$ cat src/rtl/can_id_filter.sv
module can_id_filter #(
  parameter int DATA_BYTES = 8,
  localparam int DW = 8 * DATA_BYTES,
  localparam int LW = $clog2(DATA_BYTES + 1)
) (
  input  logic          clk,
  input  logic          rst_n,
  input  logic          reg_wr,
  input  logic [2:0]    reg_addr,
  input  logic [7:0]    reg_wdata,
  output logic [7:0]    reg_rdata,
  input  logic          frm_valid,
  input  logic [31:0]   frm_id,
  input  logic [LW-1:0] frm_len,
  input  logic [DW-1:0] frm_data,
  output logic [31:0]   bg_id,
  output logic [31:0]   fg_id,
  output logic [LW-1:0] fg_len,
  output logic [DW-1:0] fg_data,
  output logic          rx_full,
  output logic          rx_irq,
  output logic          overrun,
  input  logic          cpu_release,
  input  logic          ovr_clr
);
  localparam int IDE_BIT = 19;

  logic [7:0]    acc_q [4];
  logic [7:0]    msk_q [4];
  logic [LW-1:0] bg_len;
  logic [DW-1:0] bg_data;
  logic          pend_q;
  logic [31:0]   acc_w, msk_w, miss;
  logic          hit, take, can_load;

  always_ff @(posedge clk or negedge rst_n) begin
    if (!rst_n) begin
      for (int i = 0; i < 4; i++) begin
        acc_q[i] <= '0;
        msk_q[i] <= '0;
      end
    end else if (reg_wr) begin
      if (reg_addr[2]) msk_q[reg_addr[1:0]] <= reg_wdata;
      else             acc_q[reg_addr[1:0]] <= reg_wdata;
    end
  end

  assign reg_rdata = reg_addr[2] ? msk_q[reg_addr[1:0]] : acc_q[reg_addr[1:0]];

  always_ff @(posedge clk or negedge rst_n) begin
    if (!rst_n) begin
      bg_id   <= '0;
      bg_len  <= '0;
      bg_data <= '0;
      pend_q  <= 1'b0;
    end else begin
      pend_q <= frm_valid;
      if (frm_valid) begin
        bg_id   <= frm_id;
        bg_len  <= frm_len;
        bg_data <= frm_data;
      end
    end
  end

  assign acc_w    = {acc_q[0], acc_q[1], acc_q[2], acc_q[3]};
  assign msk_w    = {msk_q[0], msk_q[1], msk_q[2], msk_q[3]};
  assign miss     = (bg_id ^ acc_w) & ~msk_w;
  assign hit      = bg_id[IDE_BIT] ? (miss == '0) : (miss[31:16] == '0);
  assign take     = pend_q && hit;
  assign can_load = !rx_full || cpu_release;

  always_ff @(posedge clk or negedge rst_n) begin
    if (!rst_n) begin
      fg_id   <= '0;
      fg_len  <= '0;
      fg_data <= '0;
      rx_full <= 1'b0;
      overrun <= 1'b0;
    end else begin
      if (take && can_load) begin
        fg_id   <= bg_id;
        fg_len  <= bg_len;
        fg_data <= bg_data;
        rx_full <= 1'b1;
      end else if (cpu_release) begin
        rx_full <= 1'b0;
      end
      if (take && !can_load) overrun <= 1'b1;
      else if (ovr_clr)      overrun <= 1'b0;
    end
  end

  assign rx_irq = rx_full;
endmodule


$ cat config.mk
export PLATFORM = sky130hd
export DESIGN_NAME = can_id_filter
export DESIGN_NICKNAME = d
export VERILOG_FILES = /design/src/rtl/can_id_filter.sv
export SDC_FILE = /design/constraint.sdc
export NUM_CORES = 1
export LEC_CHECK = 0
export BUFFER_PORTS_ARGS = -buffer_cell sky130_fd_sc_hd__buf_2
export CORE_UTILIZATION = 56
export CTS_BUF_LIST = sky130_fd_sc_hd__clkbuf_8
export DETAILED_ROUTE_END_ITERATION = 10
export PLACE_DENSITY = 0.82
export SLEW_MARGIN = 25
export SYNTH_ARGS = -nofsm -noshare
export SYNTH_HDL_FRONTEND = slang
export SYNTH_SLANG_ARGS = --single-unit
$ cat constraint.sdc
create_clock -name clk -period 3.05 [get_ports clk]
set_input_delay 0.305 -clock clk [delete_from_list [all_inputs] [get_ports clk]]
set_output_delay 0.305 -clock clk [all_outputs]
set_load 0.005 [all_outputs]
-- Word level (Yosys, flattened, before mapping)
Cells that the tools add are included.
- reductions and logical operators: 13
- mux-type cells: 16
- bitwise operators: 5
- $lt $le $gt $ge: 2
- operator list (cell ; number):
    $bwmux 32 ; 2
    $mux 8 ; 6
    $and 32x32->32 ; 1
    $bmux 8 s2 ; 2
    $logic_not 32->1 ; 1
    $not 32->32 ; 1
    $xor 32x32->32 ; 1
    $demux 8 s2 ; 1
    $logic_not 16->1 ; 1
    $mux 1 ; 5
    $logic_and 1x1->1 ; 4
    $reduce_and 2->1 ; 2
    $reduce_bool 2->1 ; 2
    $ge 3x3->1 const B ; 1
    $lt 3x1->1 const B ; 1
    $not 2->3 ; 1
    $logic_not 1->1 ; 2
    $logic_or 1x1->1 ; 1
    $not 1->1 ; 1
- output and inout bits: 143
- bits in registers: 267
- word-level logic and storage cells: 53
- input bits: 117

-- Longest topological paths before layout
- word-level depth: 7
- gate-level depth with buffers: 8
- mapped depth without buffers: 6

-- Worst setup path before layout
No wires, ideal clock.
- kind: register -> register
- start: register bg_id[28]
- end: register fg_data[0]
- path buffers: 2
- setup slack: 906 ps
- required time: 2925 ps
- stages on the path, launching flop included: 9
- period minus slack after synthesis: 2144 ps
- arrival: 2019 ps
- setup time: 125 ps
- cells stage by stage: dfrtp_1 > xnor2_1 > o22ai_1 > nor4_2 > o211ai_1 > nor4_2 > buf_6 > buf_12 > mux2_4
- word-level cells in the longest chain between the ends: 6
- elaborated cells on any way between the ends: 7
- classes of those cells: 1 x mux; 2 x bitwise; 4 x reduce/logical
- ends and longest elaborated chain (element ; RTL line ; RTL):
    start, declared ; 16 ; output logic [31:0] bg_id,
    start signal, assigned ; 59 ; bg_id <= frm_id;
    $xor 32x32->32 * ; 68 ; assign miss = (bg_id ^ acc_w) & ~msk_w;
    $and 32x32->32 * ; 68 ;
    $logic_not 32->1 / $logic_not 16->1 (equally long branches) ; 69 ; assign hit = bg_id[IDE_BIT] ? (miss == '0) : (miss[31:16] == '0);
    $mux 1 * ; 69 ;
    $logic_and 1x1->1 * ; 70 ; assign take = pend_q && hit;
    $logic_and 1x1->1 * ; 81 ; if (take && can_load) begin
    end signal, assigned ; 84 ; fg_data <= bg_data;
    end, declared ; 19 ; output logic [DW-1:0] fg_data,
Every way passes the cells marked *; elsewhere a longest branch is shown, timed or not.
A chain may end at the register's enable or synchronous reset.

-- Worst setup path in the final report
- start: register bg_id[13]
- end: register fg_data[55]
- word-level cells in the longest chain between the ends: 6
- ends and longest elaborated chain (element ; RTL line):
    $xor 32x32->32 ; 68
    $and 32x32->32 ; 68
    $logic_not 32->1 ; 69
    $mux 1 ; 69
    $logic_and 1x1->1 ; 70
    $logic_and 1x1->1 ; 81
Every way passes these cells.

==> impl_metrics.yaml <==
clock_network:
  clkTransAtPathRegs_ns: 0.06
  postCtsSetupBuffers: 0
  htreeDepth: 2
  clk_path_buf_depth: 3
  clk_latency_ns: 0.54
  clock-sinks: 267
  numCtsBuffers: 45
  cts-root-buf: "clkbuf_8"
  ctsResizeCount: 0
  cts_tree: "built"
  hold_buffers: 97
synthesis:
  synthCells: 656
  synth_top_area_frac: 0.589
  synth_area_leaders: "dfrtp_1, mux2_1, mux2_4"
  syn_nets: 773
  yosys_most_used_dff: "dfrtp_1"
  syn_area_per_cell_sq_um: 17.3
  ys_types: 32
  synth-edff-count: 0
  synth_common_cells: "dfrtp_1, mux2_1, mux2_4, xnor2_1"
  synth_top_cell_by_area: "dfrtp_1"
  synthArstFlopShare: 1.00
  ys_warn_count: 0
  seq_area_frac_synth: 0.589
  syn_area_sq_um: 11300
  yosysMostFrequentCell: "dfrtp_1"
  synth_seq_cells: 267
floorplanning:
  die_y_um: 144
  io_pins: 260
  num_rows: 51
  die_w_um: 144
  dieArea_sq_um: 20800
  initial_core_util: 0.577
  core_sq_um: 19700
route:
  vias: 7194
  drc_errors: 0
  drtIter0Drc: 311
  drtAntennaViolNets: 0
  routed_via_density: 5.38
  drt-pass1-iter-count: 4
  routed_wl_mm: 28.8
  wire_per_inst_um: 21.5
timing:
  setup_violations: 0
  period_needed_ns: 2.77
  setup_tns_ns: 0
  rsz0062_at_grt: "false"
  fin_crit_sh: 0.910
  tightest_slew_ns: 0.819
  maxSlewViolCount: 0
  max_freq_mhz: 360
  fin_skew_ns: 0.0163
  hold_violations: 0
  max-slew-margin-rel: 0.451
grt:
  grt_max_degree: 79
  grt_first_pass_wirelength_mm: 44.5
  grt.overflow.total: 0
  grt_pass1_vias: 7888
  antenna_found_initial: 2
  grt_util_all_layers: 0.290
min_path:
  hold_class: "input port to flop"
worst_setup_path:
  critPathArrivalTime_ns: 3.19
  end_kind: "flop"
  crit_path_frequent_cell: "buf_12"
  crit_path_start_kind: "flop"
  timing.setup.critical_path_class: "flop to flop"
  slowest_stage: "dfrtp_1"
  worstPathBufferInverterCount: 2
  r2r_slack_ns: 0.28
  path_cells: "xnor2_1 > o22ai_1 > nor4_1 > a21boi_1 > nor4_4 > buf_12 > buf_12 > mux2_4"
  cp_max_fo: 29
  critPathMaxStageDelay_ns: 0.46
  worstPathRequired_ns: 3.46
  critPathTopFamily: "simple AND/OR/NAND/NOR gates"
power:
  pwr-share-clk: 0.346
  sw_frac_of_total: 0.263
  p_comb_frac: 0.163
  p_leak_uw: 0.00717
  intPower_uw: 6550
  peakVddDrop_uv: 501
  power_switching_uw: 2330
  p_seq_frac: 0.491
  power_uw: 8880
  powerDensity_nw_per_um2: 602
place:
  place_congestion: 0.866
  dp_hpwl_mm: 17.8
  portBuffers: 259
finish:
  fillCellCount: 1264
  seq_area_sq_um: 6680
  area_delta_synth_final_pct: 30.2
  multi_input_area_sq_um: 4370
  drive_above_1_share: 0.434
  nets: 1163
run_status:
  status: "finished, final reports clean"
run:
  cap_violations: 0
[through the flow]
stage | hold WS, ns | std cells | setup WS, ns | area, sq um | utilization
after floorplan | 0.00941 | 656 | 0.906 | 11300 | -
after global placement | 0.341 | 1167 | 0.331 | 12900 | 0.658
after detailed placement | 0.337 | 1167 | 0.321 | 12900 | 0.658
after CTS | 0.000259 | 1337 | 0.314 | 14800 | 0.751
after global routing | 0.0106 | 1338 | 0.172 | 14800 | 0.751
final | 0.0143 | 1338 | 0.276 | 14800 | 0.751
[layer usage]
metal	vias up	global-route usage	routed length [um]
met1	3701	0.374	11700
li1	3162	-	-
met5	-	0	10
met4	2	0.0986	707
met2	272	0.482	14300
met3	57	0.0682	2010
[cells by family (layout without fill, tap and decap cells)]
family	Yosys count	after routing	synth area share
DFF	267	267	0.589
other	0	1	0
buffers and inverters	32	448	0.0263
and+or+nand+nor	18	18	0.0131
AOI/OAI and AO/OA	19	19	0.0110
xor gates and xnor gates	32	32	0.0247
muxes	288	288	0.335
[placed cells by master (no fill, tap or decap), types with 2 or more instances in the layout]
cell type	Yosys	routed
nor4_1	2	2
xnor2_1	32	32
nor3_2	2	2
dlygate4sd3_1	0	97
clkbuf_8	0	58
mux2_4	100	100
buf_2	3	257
mux4_2	15	15
buf_12	10	8
dfrtp_1	267	267
nor3b_2	2	2
nand4b_1	3	3
mux2_1	164	164
o22ai_1	14	14
inv_1	1	15
mux2_2	8	8
buf_4	1	11
[final cells by class]
type	instances	area share
sequential	267	0.453
multi-input combinational	357	0.296
timing repair buffer	374	0.170
clock buffer	58	0.0541
tap	265	0.0225
clock inverter	15	0.00390
inverter	1	0.000254
antenna	1	0.000170
[power by group through the flow]
stage	clock network (uW)	logic, uW	registers (uW)
5_1_grt	3280	1570	4420
3_5_place_dp	0	1340	4400
2_1_floorplan	0	779	4310
3_3_place_gp	0	1300	4390
4_1_cts	3120	1440	4350
6_report	3070	1450	4360
[sequential cells by signal, summed over array words and instances, names as in the netlist]
| name | flops |
|---|---|
| bg_data | 64 |
| fg_data | 64 |
| acc_q | 32 |
| bg_id | 32 |
| fg_id | 32 |
| msk_q | 32 |
| bg_len | 4 |
| fg_len | 4 |
| overrun | 1 |
| pend_q | 1 |
| rx_full | 1 |
[final timing paths]
check                                         from                       to  cells after the start
max                          bg_id[13]$_DFFE_PN0P_  fg_data[55]$_DFFE_PN0P_                      8
min                                     frm_id[11]    bg_id[11]$_DFFE_PN0P_                      2
max reg2reg                  bg_id[13]$_DFFE_PN0P_  fg_data[55]$_DFFE_PN0P_                      8
min reg2reg                bg_data[12]$_DFFE_PN0P_  bg_data[12]$_DFFE_PN0P_                      1
max in group asynchronous                    rst_n  fg_data[46]$_DFFE_PN0P_                      3
min in group asynchronous                    rst_n    fg_id[27]$_DFFE_PN0P_                      2
Note: power is estimated with default switching activity, not from simulation.
